File: config.mk
export PLATFORM = sky130hd
export DESIGN_NAME = core_pwrup_seq
export DESIGN_NICKNAME = d
export VERILOG_FILES = /design/src/rtl/core_pwrup_pkg.sv /design/src/rtl/core_pwrup_timer.sv /design/src/rtl/core_pwrup_step_rom.sv /design/src/rtl/core_pwrup_seq.sv
export SDC_FILE = /design/constraint.sdc
export NUM_CORES = 1
export LEC_CHECK = 0
export BUFFER_PORTS_ARGS = -buffer_cell sky130_fd_sc_hd__buf_2
export CAP_MARGIN = 40
export CORE_ASPECT_RATIO = 1.25
export CORE_MARGIN = 2
export CORE_UTILIZATION = 35
export CTS_CLUSTER_DIAMETER = 80
export DETAILED_ROUTE_END_ITERATION = 6
export GPL_ROUTABILITY_DRIVEN = 0
export HOLD_SLACK_MARGIN = 0.05
export PLACE_DENSITY = 0.63
export SYNTH_ARGS = -nofsm -noshare
export SYNTH_HDL_FRONTEND = slang
export SYNTH_HIERARCHICAL = 1
export SYNTH_SLANG_ARGS = --single-unit
File: constraint.sdc
create_clock -name clk_i -period 4.3 [get_ports clk_i]
set_input_delay 0 -clock clk_i [delete_from_list [all_inputs] [get_ports clk_i]]
set_output_delay 0 -clock clk_i [all_outputs]
set_load 0.01 [all_outputs]
File: src/rtl/core_pwrup_pkg.sv
package core_pwrup_pkg;

  localparam int unsigned BIT_PLL_CLAMP = 8;
  localparam int unsigned BIT_PWRD_UP   = 7;
  localparam int unsigned BIT_POR       = 5;
  localparam int unsigned BIT_CORE_RST  = 4;
  localparam int unsigned BIT_L2_SLP    = 3;
  localparam int unsigned BIT_CLAMP     = 0;

  localparam longint unsigned NS_RAIL   = 512_000;
  localparam longint unsigned NS_SETTLE = 300;
  localparam longint unsigned NS_POR    = 2_000;
  localparam longint unsigned NS_PWRUP  = 100_000;

  typedef enum logic [2:0] {
    ST_RAIL_ON   = 3'd0,
    ST_CLAMP_ALL = 3'd1,
    ST_L2_WAKE   = 3'd2,
    ST_POR_SET   = 3'd3,
    ST_CLAMP_REL = 3'd4,
    ST_POR_REL   = 3'd5,
    ST_PWRD_UP   = 3'd6
  } step_e;

  // ceil(ns * hz / 1e9), never below one cycle
  function automatic longint unsigned ns_to_cycles(longint unsigned ns, longint unsigned hz);
    longint unsigned c;
    c = (ns * hz + 64'd999_999_999) / 64'd1_000_000_000;
    if (c == 0) c = 1;
    return c;
  endfunction

  function automatic longint unsigned max_delay(longint unsigned hz);
    longint unsigned m;
    m = ns_to_cycles(NS_RAIL, hz);
    if (ns_to_cycles(NS_PWRUP, hz) > m) m = ns_to_cycles(NS_PWRUP, hz);
    if (ns_to_cycles(NS_POR, hz) > m) m = ns_to_cycles(NS_POR, hz);
    if (ns_to_cycles(NS_SETTLE, hz) > m) m = ns_to_cycles(NS_SETTLE, hz);
    return m;
  endfunction

endpackage

File: src/rtl/core_pwrup_timer.sv
module core_pwrup_timer #(
  parameter int unsigned CNT_W = 16
) (
  input  logic             clk_i,
  input  logic             rst_ni,
  input  logic             load_i,
  input  logic [CNT_W-1:0] load_val_i,
  output logic             expired_o
);

  logic [CNT_W-1:0] cnt_q;

  // load N-1 so the next action lands exactly N edges after the load
  always_ff @(posedge clk_i or negedge rst_ni) begin
    if (!rst_ni)            cnt_q <= '0;
    else if (load_i)        cnt_q <= load_val_i - CNT_W'(1);
    else if (cnt_q != '0)   cnt_q <= cnt_q - CNT_W'(1);
  end

  assign expired_o = (cnt_q == '0);

  AST_TMR_LOAD_NONZERO: assert property (@(posedge clk_i) disable iff (!rst_ni)
    load_i |-> load_val_i != '0);
  AST_TMR_EXPIRE_STICKY: assert property (@(posedge clk_i) disable iff (!rst_ni)
    expired_o && !load_i |=> expired_o);

endmodule

File: src/rtl/core_pwrup_step_rom.sv
module core_pwrup_step_rom
  import core_pwrup_pkg::*;
#(
  parameter longint unsigned CLK_FREQ_HZ  = 50_000_000,
  parameter int unsigned     PWR_W        = 32,
  parameter int unsigned     RAIL_W       = 8,
  parameter int unsigned     CNT_W        = 16,
  parameter logic [RAIL_W-1:0] RAIL_ON_CODE = 8'hA4
) (
  input  logic [2:0]        step_i,
  output logic              is_rail_o,
  output logic [RAIL_W-1:0] rail_val_o,
  output logic [PWR_W-1:0]  pwr_val_o,
  output logic [CNT_W-1:0]  delay_o,
  output logic              last_o
);

  localparam logic [PWR_W-1:0] M_PLL   = PWR_W'(1) << BIT_PLL_CLAMP;
  localparam logic [PWR_W-1:0] M_PWRD  = PWR_W'(1) << BIT_PWRD_UP;
  localparam logic [PWR_W-1:0] M_POR   = PWR_W'(1) << BIT_POR;
  localparam logic [PWR_W-1:0] M_L2    = PWR_W'(1) << BIT_L2_SLP;
  localparam logic [PWR_W-1:0] M_CLAMP = PWR_W'(1) << BIT_CLAMP;

  localparam logic [CNT_W-1:0] D_RAIL   = CNT_W'(ns_to_cycles(NS_RAIL,   CLK_FREQ_HZ));
  localparam logic [CNT_W-1:0] D_SETTLE = CNT_W'(ns_to_cycles(NS_SETTLE, CLK_FREQ_HZ));
  localparam logic [CNT_W-1:0] D_POR    = CNT_W'(ns_to_cycles(NS_POR,    CLK_FREQ_HZ));
  localparam logic [CNT_W-1:0] D_PWRUP  = CNT_W'(ns_to_cycles(NS_PWRUP,  CLK_FREQ_HZ));

  always_comb begin
    is_rail_o  = 1'b0;
    rail_val_o = '0;
    pwr_val_o  = '0;
    delay_o    = CNT_W'(1);
    last_o     = 1'b0;
    unique case (step_e'(step_i))
      ST_RAIL_ON: begin
        is_rail_o  = 1'b1;
        rail_val_o = RAIL_ON_CODE;
        delay_o    = D_RAIL;
      end
      ST_CLAMP_ALL: pwr_val_o = M_PLL | M_L2 | M_CLAMP;
      ST_L2_WAKE: begin
        pwr_val_o = M_PLL | M_CLAMP;
        delay_o   = D_SETTLE;
      end
      ST_POR_SET: begin
        pwr_val_o = M_PLL | M_CLAMP | M_POR;
        delay_o   = D_POR;
      end
      ST_CLAMP_REL: begin
        pwr_val_o = M_PLL | M_POR;
        delay_o   = D_POR;
      end
      ST_POR_REL: begin
        pwr_val_o = M_PLL;
        delay_o   = D_PWRUP;
      end
      ST_PWRD_UP: begin
        pwr_val_o = M_PLL | M_PWRD;
        last_o    = 1'b1;
      end
      default: begin
        pwr_val_o = M_PLL | M_PWRD;
        last_o    = 1'b1;
      end
    endcase
  end

endmodule

File: src/rtl/core_pwrup_seq.sv
module core_pwrup_seq
  import core_pwrup_pkg::*;
#(
  parameter longint unsigned   CLK_FREQ_HZ  = 50_000_000,
  parameter int unsigned       PWR_W        = 32,
  parameter int unsigned       RAIL_W       = 8,
  parameter logic [RAIL_W-1:0] RAIL_ON_CODE = 8'hA4
) (
  input  logic              clk_i,
  input  logic              rst_ni,
  input  logic              start_i,
  output logic [RAIL_W-1:0] rail_ctl_o,
  output logic [PWR_W-1:0]  pwr_ctl_o,
  output logic              busy_o,
  output logic              done_o
);

  localparam int unsigned CNT_W = $clog2(max_delay(CLK_FREQ_HZ) + 1);

  logic [2:0]        cur_q;
  logic              busy_q, done_q;
  logic [RAIL_W-1:0] rail_q;
  logic [PWR_W-1:0]  pwr_q;

  logic [2:0]        rom_step;
  logic              rom_is_rail, rom_last;
  logic [RAIL_W-1:0] rom_rail;
  logic [PWR_W-1:0]  rom_pwr;
  logic [CNT_W-1:0]  rom_delay;
  logic              tmr_expired, tmr_load;
  logic              accept, advance, apply;

  assign accept   = start_i & ~busy_q;
  assign advance  = busy_q & tmr_expired;
  assign apply    = accept | advance;
  assign rom_step = busy_q ? cur_q + 3'd1 : 3'(ST_RAIL_ON);
  assign tmr_load = apply & ~rom_last;

  core_pwrup_step_rom #(
    .CLK_FREQ_HZ (CLK_FREQ_HZ),
    .PWR_W       (PWR_W),
    .RAIL_W      (RAIL_W),
    .CNT_W       (CNT_W),
    .RAIL_ON_CODE(RAIL_ON_CODE)
  ) u_rom (
    .step_i    (rom_step),
    .is_rail_o (rom_is_rail),
    .rail_val_o(rom_rail),
    .pwr_val_o (rom_pwr),
    .delay_o   (rom_delay),
    .last_o    (rom_last)
  );

  core_pwrup_timer #(.CNT_W(CNT_W)) u_tmr (
    .clk_i     (clk_i),
    .rst_ni    (rst_ni),
    .load_i    (tmr_load),
    .load_val_i(rom_delay),
    .expired_o (tmr_expired)
  );

  always_ff @(posedge clk_i or negedge rst_ni) begin
    if (!rst_ni) begin
      cur_q  <= '0;
      busy_q <= 1'b0;
      done_q <= 1'b0;
      rail_q <= '0;
      pwr_q  <= '0;
    end else if (apply) begin
      cur_q <= rom_step;
      if (rom_is_rail) rail_q <= rom_rail;
      else             pwr_q  <= rom_pwr;
      if (accept) begin
        busy_q <= 1'b1;
        done_q <= 1'b0;
      end else if (rom_last) begin
        busy_q <= 1'b0;
        done_q <= 1'b1;
      end
    end
  end

  assign rail_ctl_o = rail_q;
  assign pwr_ctl_o  = pwr_q;
  assign busy_o     = busy_q;
  assign done_o     = done_q;

  AST_CORE_RST_NEVER: assert property (@(posedge clk_i) disable iff (!rst_ni)
    !pwr_q[BIT_CORE_RST]);
  AST_BUSY_DONE_EXCL: assert property (@(posedge clk_i) disable iff (!rst_ni)
    !(busy_q && done_q));
  AST_BUSY_START_IGNORED: assert property (@(posedge clk_i) disable iff (!rst_ni)
    busy_q && start_i && !tmr_expired |=> busy_q && $stable(pwr_q) && $stable(rail_q));
  AST_DONE_HOLD: assert property (@(posedge clk_i) disable iff (!rst_ni)
    done_q && !start_i |=> done_q);
  AST_PWRD_ENDS_RUN: assert property (@(posedge clk_i) disable iff (!rst_ni)
    $rose(pwr_q[BIT_PWRD_UP]) |-> pwr_q[BIT_PLL_CLAMP] && $fell(busy_q));
  AST_POR_UNDER_PLL: assert property (@(posedge clk_i) disable iff (!rst_ni)
    pwr_q[BIT_POR] |-> pwr_q[BIT_PLL_CLAMP]);

endmodule

==> results of run 1 <==
routing by layer:
layer,part of all wire,vias up
li1,-,1027
met4,0.020,0
met1,0.46,1044
met2,0.47,47
met5,0,-
met3,0.046,9
final timing paths:
check,slack (ns),startpoint,end,cells after the start
setup / recovery,0.79,u_tmr/cnt_q[7],u_tmr/cnt_q[12],11
hold / removal,0.37,rst_ni,pwr_ctl_o[1],3
setup reg to reg,0.79,u_tmr/cnt_q[7],u_tmr/cnt_q[12],11
hold reg to reg,0.50,pwr_ctl_o[1],pwr_ctl_o[1],1
max in group asynchronous,3.42,rst_ni,rail_ctl_o[2],3
min in group clk_i,0.50,pwr_ctl_o[1],pwr_ctl_o[1],1
layout by cell type, fill, tap and decap left out, types with 3 or more instances in the layout:
| cell type | count |
|---|---|
| clkbuf_16 | 9 |
| clkbuf_8 | 4 |
| xnor2_1 | 7 |
| nor3b_1 | 4 |
| mux2i_1 | 8 |
| dfrtp_1 | 60 |
| and2_1 | 4 |
| buf_4 | 4 |
| o2bb2ai_1 | 3 |
| conb_1 | 34 |
| mux2_4 | 8 |
| nor2b_1 | 5 |
| a22o_1 | 5 |
| buf_2 | 44 |
| a21oi_1 | 6 |
| mux2_2 | 33 |
| nand2_1 | 6 |
| xor2_1 | 11 |
| nor3_1 | 8 |
| nor2_1 | 20 |
logic make-up (layout without fill, tap and decap cells):
group                    count (synthesis)  in the layout  synth area share
XOR/XNOR                                18             18            0.0456
AND/OR/NAND/NOR                         72             72             0.137
multiplexers                            51             51             0.176
AO/OA/AOI/OAI                           30             30            0.0662
other                                    1             34           0.00108
adder cells (fa/ha/maj)                  2              2           0.00723
buffers and inverters                   59             67             0.132
flip-flops                              60             60             0.434
flip-flops by register name, indices dropped and copies added (netlist names):
register / count
busy_o: 1
cur_q: 3
done_o: 1
pwr_ctl_o: 32
rail_ctl_o: 8
u_tmr/cnt_q: 15
timing repair:
action / in CTS / in global routing
hold buffers: 2 / 0
setup buffers: 0 / 0
endpoints found under the hold margin: 61 / 0
worst max-delay path, delay by kind of cell, from the launching register on:
kind / cells / cell delay (ns)
multiplexers: 1 / 0.11
AND/OR/NAND/NOR: 7 / 2.04
XOR/XNOR: 1 / 0.13
AO/OA/AOI/OAI: 1 / 0.30
flip-flops: 1 / 0.41
buffers and inverters: 1 / 0.39
report_power, final:
part	switching (mW)	total (mW)	leakage [nW]	internal, mW
Sequential	0.113	0.854	0.763	0.740
Combinational	0.320	0.631	0.957	0.310
Clock	0.238	0.743	0.154	0.504
per-stage QoR:
stage	hold WS, ns	util	instances
floorplan	-0.296	-	326
global placement	0.207	0.369	443
detailed placement	0.222	0.371	444
CTS	0.406	0.405	460
global route	0.443	0.405	460
finish	0.369	0.405	460
area by class of cell:
| cell class | instances | area (um^2) | area share |
|---|---|---|---|
| Clock inverter | 1 | 30.0 | 0.00771 |
| Multi-Input combinational cell | 207 | 1630 | 0.418 |
| Clock buffer | 13 | 280 | 0.0720 |
| Tap cell | 126 | 158 | 0.0405 |
| Inverter | 2 | 7.51 | 0.00193 |
| Timing Repair Buffer | 51 | 290 | 0.0746 |
| Sequential cell | 60 | 1500 | 0.386 |
==> impl_summary.log, run 1 <==
[metrics] Worst EP arrival: 3.72 ns
[metrics] vias in the first global route: 2,144
[metrics] HPWL after detailed placement: 4.17 mm
[metrics] required arrival time at the worst endpoint: 4.51 ns
[metrics] total wire length after detailed routing: 6.06 mm
[metrics] Critical Path Slowest Stage Cell: or4_1
[metrics] initial antenna violation count: 0
[metrics] Post-synth EDFFs: 0
[metrics] detailed-route wire length per cell: 13.2 um
[metrics] DP Worst Slack: 0.818 ns
[metrics] predominant post-synthesis flop cell: dfrtp_1
[metrics] number of top-level pins: 45
[metrics] Total Nets Final: 336
[metrics] endpoint type of the worst setup path: register
[metrics] cell accounting for the most synthesized area: dfrtp_1
[metrics] number of DRC violations after detailed routing: 0
[metrics] fraction of synthesized cell area taken by the top area cell type: 0.434
[metrics] Die Y-Extent: 115 um
[metrics] Yosys warnings: 6
[metrics] post-CTS clock slew at the launch and capture registers of the worst setup and hold paths: 0.05 ns
[metrics] Worst slew margin: 0.498
[metrics] insertion delay to the later sink of the worst-skew pair: 0.32 ns
[metrics] layout filler cell count: 935
[metrics] status: complete, no violations
[metrics] PnR Total Power: 2.23 mW
[metrics] highest clock rate: 285 MHz
[metrics] largest stage delay on the critical path: 0.51 ns
[metrics] highest net fanout along the worst path: 33
[metrics] critical path type: register to register
[metrics] CTS tree: yes
[metrics] area of all placed cells without fillers: 3890 um^2
[metrics] residual overflow from global routing: 0
[metrics] Initial Util: 0.360
[metrics] share of synthesized area occupied by flip-flops and latches: 0.434
[metrics] Tightest Hold Check Type: primary input to async pin
[metrics] layout cell share with drive strength beyond 1: 0.362
[metrics] clock sink count: 60
[metrics] dominant cell by count in the synthesized netlist: dfrtp_1
[metrics] number of instances in the synthesized netlist: 293
[metrics] setup tns final: 0 ns
[metrics] setup-violating endpoint count in the final report: 0
[metrics] row count: 40
[metrics] Inserted Clock Buffers: 9
[metrics] post-detailed-route via-to-cell ratio: 4.62
[metrics] number of iterations in the first detailed-routing pass: 4
[metrics] Final Worst Setup Slack: 0.789 ns
[metrics] count of input and output buffers: 44
[metrics] DRT iter0 DRCs: 80
[metrics] global routing usage on met1: 0.157
[metrics] cell area after synthesis: 3460 um^2
[metrics] count of unique library cells instantiated by Yosys: 54
[metrics] GR met3 Demand/Resource: 0.0360
[metrics] pin count of the biggest net entering global routing: 61
[metrics] number of buffers on the longest clock path: 2
[metrics] area of the die: 10,700 um^2
[metrics] vias after detailed routing: 2,127
[metrics] post-synthesis area per instance: 11.8 um^2
[metrics] cell leakage power: 1.87 nW
[metrics] max-slew violations: 0
[metrics] flops & latches, synth: 60
[metrics] clock period minus final worst setup slack: 3.51 ns
[metrics] Clock H-tree levels: 3
[metrics] floorplan die width: 92.9 um
[metrics] growth of design area from synthesis to finish: 12.6%
[metrics] Pwr Density: 572 nW/um^2
[metrics] top cells by area in the synthesized netlist: dfrtp_1 (43%), mux2_2 (11%), buf_4 (9.8%), mux2_4 (3.5%), xor2_1 (2.8%)
[metrics] placeable core area: 9610 um^2
[metrics] CP cell instances: or4_1 > nor3_1 > and4_1 > mux2i_4 > nor2_2 > buf_4 > nor4b_1 > nor2_1 > nor3_2 > xor2_1 > a211o_1
[metrics] number of routed nets with antenna violations: 0
[metrics] ranking of synthesized cells by instance count: dfrtp_1 (60), buf_4 (45), mux2_2 (33)
[metrics] global routing's busiest layer: met2
[metrics] met2 Usage GRT: 0.200
[metrics] endpoints failing hold: 0
[metrics] global-route wire length before repair: 10.4 mm
[metrics] Antenna Diode Count: 0
[metrics] crit share post-route: 0.816
[metrics] critical path startpoint category: register
[metrics] number of violations of the max-capacitance limit: 0
[metrics] Clock Skew: 0.00787 ns
[metrics] maximum resistive drop on vdd: 0.000224 V
[metrics] CTS root buffer: clkbuf_16
[metrics] FFs w/ async S/R, synth: 1.00
[metrics] DP Area: 3560 um^2
[metrics] number of gates given a new drive strength after cts: 0
[metrics] Worst Max-Slew Pin Slew: 0.753 ns
[metrics] unrepaired setup endpoints after global routing: no
[metrics] GR Util All Layers: 0.126
(Power assumes the default switching activity.)
==> run 2: changes to the inputs <==
Clock period 4.3 ns to 3.4 ns, I/O delays scaled along.
==> impl_summary.log, run 2 (synthesis results as in run 1) <==
[metrics] endpoint type of the worst setup path: register
[metrics] detailed-route wire length per cell: 12.6 um
[metrics] CP cell instances: or4_1 > nor3_1 > and4_1 > mux2i_4 > nor2_2 > buf_12 > mux2i_1 > ha_2 > o2111ai_4 > nor3_4 > xor2_1 > a211o_1
[metrics] DRT iter0 DRCs: 78
[metrics] setup tns final: 0 ns
[metrics] cell leakage power: 1.88 nW
[metrics] area of the die: 10,700 um^2
[metrics] commonest non-fill, non-tap cell in the layout: dfrtp_1
[metrics] commonest cells after routing, fill and taps aside: dfrtp_1 (60), buf_2 (44), conb_1 (34)
[metrics] Worst Max-Slew Pin Slew: 0.565 ns
[metrics] family with the most delay on the worst path: simple AND/OR/NAND/NOR gates
[metrics] CTS tree: yes
[metrics] floorplan die width: 92.9 um
[metrics] highest net fanout along the worst path: 27
[metrics] residual overflow from global routing: 0
[metrics] Worst slew margin: 0.623
[metrics] Die Y-Extent: 115 um
[metrics] global-route wire length before repair: 9.87 mm
[metrics] CTS root buffer: clkbuf_16
[metrics] total wire length after detailed routing: 5.84 mm
[metrics] post-detailed-route via-to-cell ratio: 4.53
[metrics] Tightest Hold Check Type: primary input to async pin
[metrics] Total Nets Final: 340
[metrics] setup-violating endpoint count in the final report: 0
[metrics] Antenna Diode Count: 0
[metrics] row count: 40
[metrics] number of iterations in the first detailed-routing pass: 4
[metrics] Clock Skew: 0.00255 ns
[metrics] post-CTS clock slew at the launch and capture registers of the worst setup and hold paths: 0.05 ns
[metrics] DP Worst Slack: 0.159 ns
[metrics] worst path buffer plus inverter count: 1
[metrics] Initial Util: 0.360
[metrics] endpoints failing hold: 0
[metrics] vias in the first global route: 2,098
[metrics] required arrival time at the worst endpoint: 3.61 ns
[metrics] Critical Path Slowest Stage Cell: or4_1
[metrics] highest clock rate: 314 MHz
[metrics] status: complete, no violations
[metrics] Post-Route Utilization: 0.406
[metrics] crit share post-route: 0.938
[metrics] pin count of the biggest net entering global routing: 36
[metrics] HPWL after detailed placement: 4.24 mm
[metrics] placeable core area: 9610 um^2
[metrics] max FFs per register: 32
[metrics] number of routed nets with antenna violations: 0
[metrics] largest stage delay on the critical path: 0.51 ns
[metrics] max-slew violations: 0
[metrics] Pwr Density: 698 nW/um^2
[metrics] clock sink count: 60
[metrics] vias after detailed routing: 2,108
[metrics] critical path type: register to register
[metrics] critical path startpoint category: register
[metrics] initial antenna violation count: 0
[metrics] growth of design area from synthesis to finish: 12.8%
[metrics] insertion delay to the later sink of the worst-skew pair: 0.32 ns
[metrics] Final Worst Setup Slack: 0.212 ns
[metrics] number of top-level pins: 45
[metrics] Clock H-tree levels: 3
[metrics] maximum resistive drop on vdd: 0.000262 V
[metrics] number of DRC violations after detailed routing: 0
[metrics] count of input and output buffers: 44
[metrics] clock period minus final worst setup slack: 3.19 ns
[metrics] number of violations of the max-capacitance limit: 0
[metrics] Worst EP arrival: 3.40 ns
[metrics] number of buffers on the longest clock path: 2
[metrics] Inserted Clock Buffers: 9
[metrics] layout cell share with drive strength beyond 1: 0.369
[metrics] unrepaired setup endpoints after global routing: no
[metrics] GR Util All Layers: 0.121
-- run 2: routing by layer --
layer	GRT usage	wire, um	vias to the layer above
met3	0.0380	285	11
met2	0.202	2890	42
met1	0.139	2570	1026
met5	0	0	-
met4	0.0608	95	0
li1	-	-	1029
-- run 2: repair_timing --
item / in CTS / in global routing
buffers inserted: 0 / 1
setup endpoints to repair: 0 / 1
resized for setup: 0 / 1
hold endpoints to repair: 26 / 0
hold buffers: 2 / 0
-- run 2: stage by stage --
| step | total power, mW | hold slack [ns] | instance area (um^2) | std cells |
|---|---|---|---|---|
| after floorplan | 1.68 | -0.296 | 3610 | 326 |
| after CTS | 2.75 | 0.235 | 3890 | 464 |
| after global placement | 1.89 | 0.0410 | 3600 | 447 |
| after global routing | 2.92 | 0.264 | 3900 | 465 |
| after detailed placement | 1.91 | 0.0346 | 3600 | 447 |
| final | 2.72 | 0.211 | 3900 | 465 |
-- run 2: final timing paths --
path | startpoint | endpoint | slack [ns] | cells after the start
setup / recovery | u_tmr/cnt_q[7] | u_tmr/cnt_q[12] | 0.21 | 12
setup reg to reg | u_tmr/cnt_q[7] | u_tmr/cnt_q[12] | 0.21 | 12
min in group clk_i | pwr_ctl_o[3] | pwr_ctl_o[3] | 0.50 | 1
hold reg to reg | pwr_ctl_o[3] | pwr_ctl_o[3] | 0.50 | 1
max in group asynchronous | rst_ni | u_tmr/cnt_q[9] | 2.32 | 3
hold / removal | rst_ni | pwr_ctl_o[13] | 0.21 | 2
-- run 2: power breakdown --
| group | switching (mW) | internal [mW] | total [mW] |
|---|---|---|---|
| clock | 0.289 | 0.525 | 0.814 |
| sequential | 0.147 | 0.937 | 1.08 |
| combinational | 0.414 | 0.413 | 0.828 |
-- run 2: cell type report --
type | count | area, um^2
clock inverter | 2 | 10.0
multi-input combinational | 207 | 1650
tap | 126 | 158
inverter | 2 | 7.51
timing repair buffer | 55 | 320
sequential | 60 | 1500
clock buffer | 13 | 260
fill | 947 | 5710
==> run 3: changes to the inputs <==
Settings changed: MAX_ROUTING_LAYER set to met4.
==> impl_summary.log, run 3 (synthesis results as in run 1) <==
[metrics] setup-violating endpoint count in the final report: 0
[metrics] floorplan die width: 92.9 um
[metrics] crit share post-route: 0.935
[metrics] Clock H-tree levels: 3
[metrics] combinational fraction of design power: 0.303
[metrics] Inserted Clock Buffers: 9
[metrics] post-detailed-route via-to-cell ratio: 4.52
[metrics] Worst Max-Slew Pin Slew: 0.565 ns
[metrics] clock period minus final worst setup slack: 3.18 ns
[metrics] vias after detailed routing: 2,102
[metrics] count of input and output buffers: 44
[metrics] layout cell share with drive strength beyond 1: 0.369
[metrics] total area of sequential cells: 1500 um^2
[metrics] highest net fanout along the worst path: 27
[metrics] switching power: 0.850 mW
[metrics] Worst EP arrival: 3.39 ns
[metrics] setup tns final: 0 ns
[metrics] insertion delay to the later sink of the worst-skew pair: 0.32 ns
[metrics] Worst slew margin: 0.624
[metrics] initial antenna violation count: 0
[metrics] startpoint of the worst register-to-register path: u_tmr/cnt_q[7]
[metrics] residual overflow from global routing: 0
[metrics] Tightest Hold Check Type: primary input to async pin
[metrics] critical path type: register to register
[metrics] number of DRC violations after detailed routing: 0
[metrics] total wire length after detailed routing: 5.83 mm
[metrics] clock share of power: 0.299
[metrics] area of the die: 10,700 um^2
[metrics] Pwr Density: 698 nW/um^2
[metrics] DRT iter0 DRCs: 79
[metrics] switching part of the total: 0.312
[metrics] vias in the first global route: 2,095
[metrics] area taken by multi-input logic gates: 1650 um^2
[metrics] number of routed nets with antenna violations: 0
[metrics] row count: 40
[metrics] unrepaired setup endpoints after global routing: no
[metrics] growth of design area from synthesis to finish: 12.8%
[metrics] GR Util All Layers: 0.124
[metrics] max-slew violations: 0
[metrics] Post-Route Utilization: 0.406
[metrics] clock sink count: 60
[metrics] internal power: 1.87 mW
[metrics] commonest non-fill, non-tap cell in the layout: dfrtp_1
[metrics] Antenna Diode Count: 0
[metrics] Total Nets Final: 340
[metrics] critical path startpoint category: register
[metrics] status: complete, no violations
[metrics] HPWL after detailed placement: 4.24 mm
[metrics] endpoint type of the worst setup path: register
[metrics] detailed-route wire length per cell: 12.5 um
[metrics] layout filler cell count: 947
[metrics] global-route wire length before repair: 9.88 mm
[metrics] CTS root buffer: clkbuf_16
[metrics] CTS tree: yes
[metrics] post-CTS clock slew at the launch and capture registers of the worst setup and hold paths: 0.05 ns
[metrics] cell leakage power: 1.88 nW
[metrics] highest clock rate: 315 MHz
[metrics] number of buffers on the longest clock path: 2
[metrics] PnR Total Power: 2.72 mW
[metrics] Clock Skew: 0.00202 ns
[metrics] Die Y-Extent: 115 um
[metrics] endpoints failing hold: 0
[metrics] Sequential Power Share: 0.397
[metrics] pin count of the biggest net entering global routing: 36
[metrics] Initial Util: 0.360
[metrics] start point of the critical path: u_tmr/cnt_q[7]
[metrics] placeable core area: 9610 um^2
[metrics] max FFs per register: 32
[metrics] number of violations of the max-capacitance limit: 0
[metrics] maximum resistive drop on vdd: 0.000263 V
[metrics] number of iterations in the first detailed-routing pass: 4
[metrics] required arrival time at the worst endpoint: 3.61 ns
[metrics] commonest cells after routing, fill and taps aside: dfrtp_1 (60), buf_2 (44), conb_1 (34)
[metrics] number of top-level pins: 45
-- run 3: cell counts in the layout (fill, tap and decap cells not counted) --
No cell type changed its count.
-- run 3: timing repair --
item / 4_1_cts / 5_1_grt
endpoints found under the setup margin: 0 / 1
resized for setup: 0 / 1
endpoints found under the hold margin: 26 / 0
hold buffers: 2 / 0
buffers inserted: 0 / 1
-- run 3: path summary, 6_finish.rpt --
check                           cells past startpoint              end  slack, ns
worst min register to register                      1     pwr_ctl_o[3]       0.50
min in group clk_i                                  1     pwr_ctl_o[3]       0.50
worst max register to register                     12  u_tmr/cnt_q[12]       0.22
max in group asynchronous                           3   u_tmr/cnt_q[9]       2.33
worst min-delay path                                2    pwr_ctl_o[13]       0.21
worst max-delay path                               12  u_tmr/cnt_q[12]       0.22
-- run 3: stage by stage --
stage / hold slack [ns] / setup WS, ns / cells / instance area, um^2
final: 0.209 / 0.221 / 465 / 3900
after global routing: 0.264 / 0.0201 / 465 / 3900
after CTS: 0.235 / 0.135 / 464 / 3890
after detailed placement: 0.0346 / 0.159 / 447 / 3600
after global placement: 0.0410 / 0.243 / 447 / 3600
after floorplan: -0.296 / 0.0188 / 326 / 3610
-- run 3: metal layers --
metal	vias to the layer above	global-route usage	part of all wire
met5	-	-	0
met4	0	0.0608	0.020
met3	11	0.0380	0.040
met2	33	0.202	0.49
met1	1027	0.139	0.45
li1	1031	-	-
-- run 3: power by group through the flow --
| stage | Sequential, mW | Clock [mW] | Combinational (mW) |
|---|---|---|---|
| 3_5_place_dp | 1.09 | 0 | 0.819 |
| 6_report | 1.08 | 0.816 | 0.827 |
| 3_3_place_gp | 1.08 | 0 | 0.805 |
| 2_1_floorplan | 1.14 | 0 | 0.543 |
| 4_1_cts | 1.08 | 0.840 | 0.823 |
| 5_1_grt | 1.11 | 0.881 | 0.920 |
-- run 3: cell type report --
class,instances,share of cell area
clock inverters,2,0.00256
clock buffers,13,0.0667
well taps,126,0.0404
flip-flops and latches,60,0.385
multi-input cells,207,0.422
inverters,2,0.00192
repair buffers,55,0.0821
-- run 3: critical path, cell delays in order (launching register included) --
cell and delay (ns):
dfrtp_1 0.41, or4_1 0.50, nor3_1 0.16, and4_1 0.28
mux2i_4 0.11, nor2_2 0.15, buf_12 0.19, mux2i_1 0.26
ha_2 0.26, o2111ai_4 0.17, nor3_4 0.19, xor2_1 0.09
a211o_1 0.29
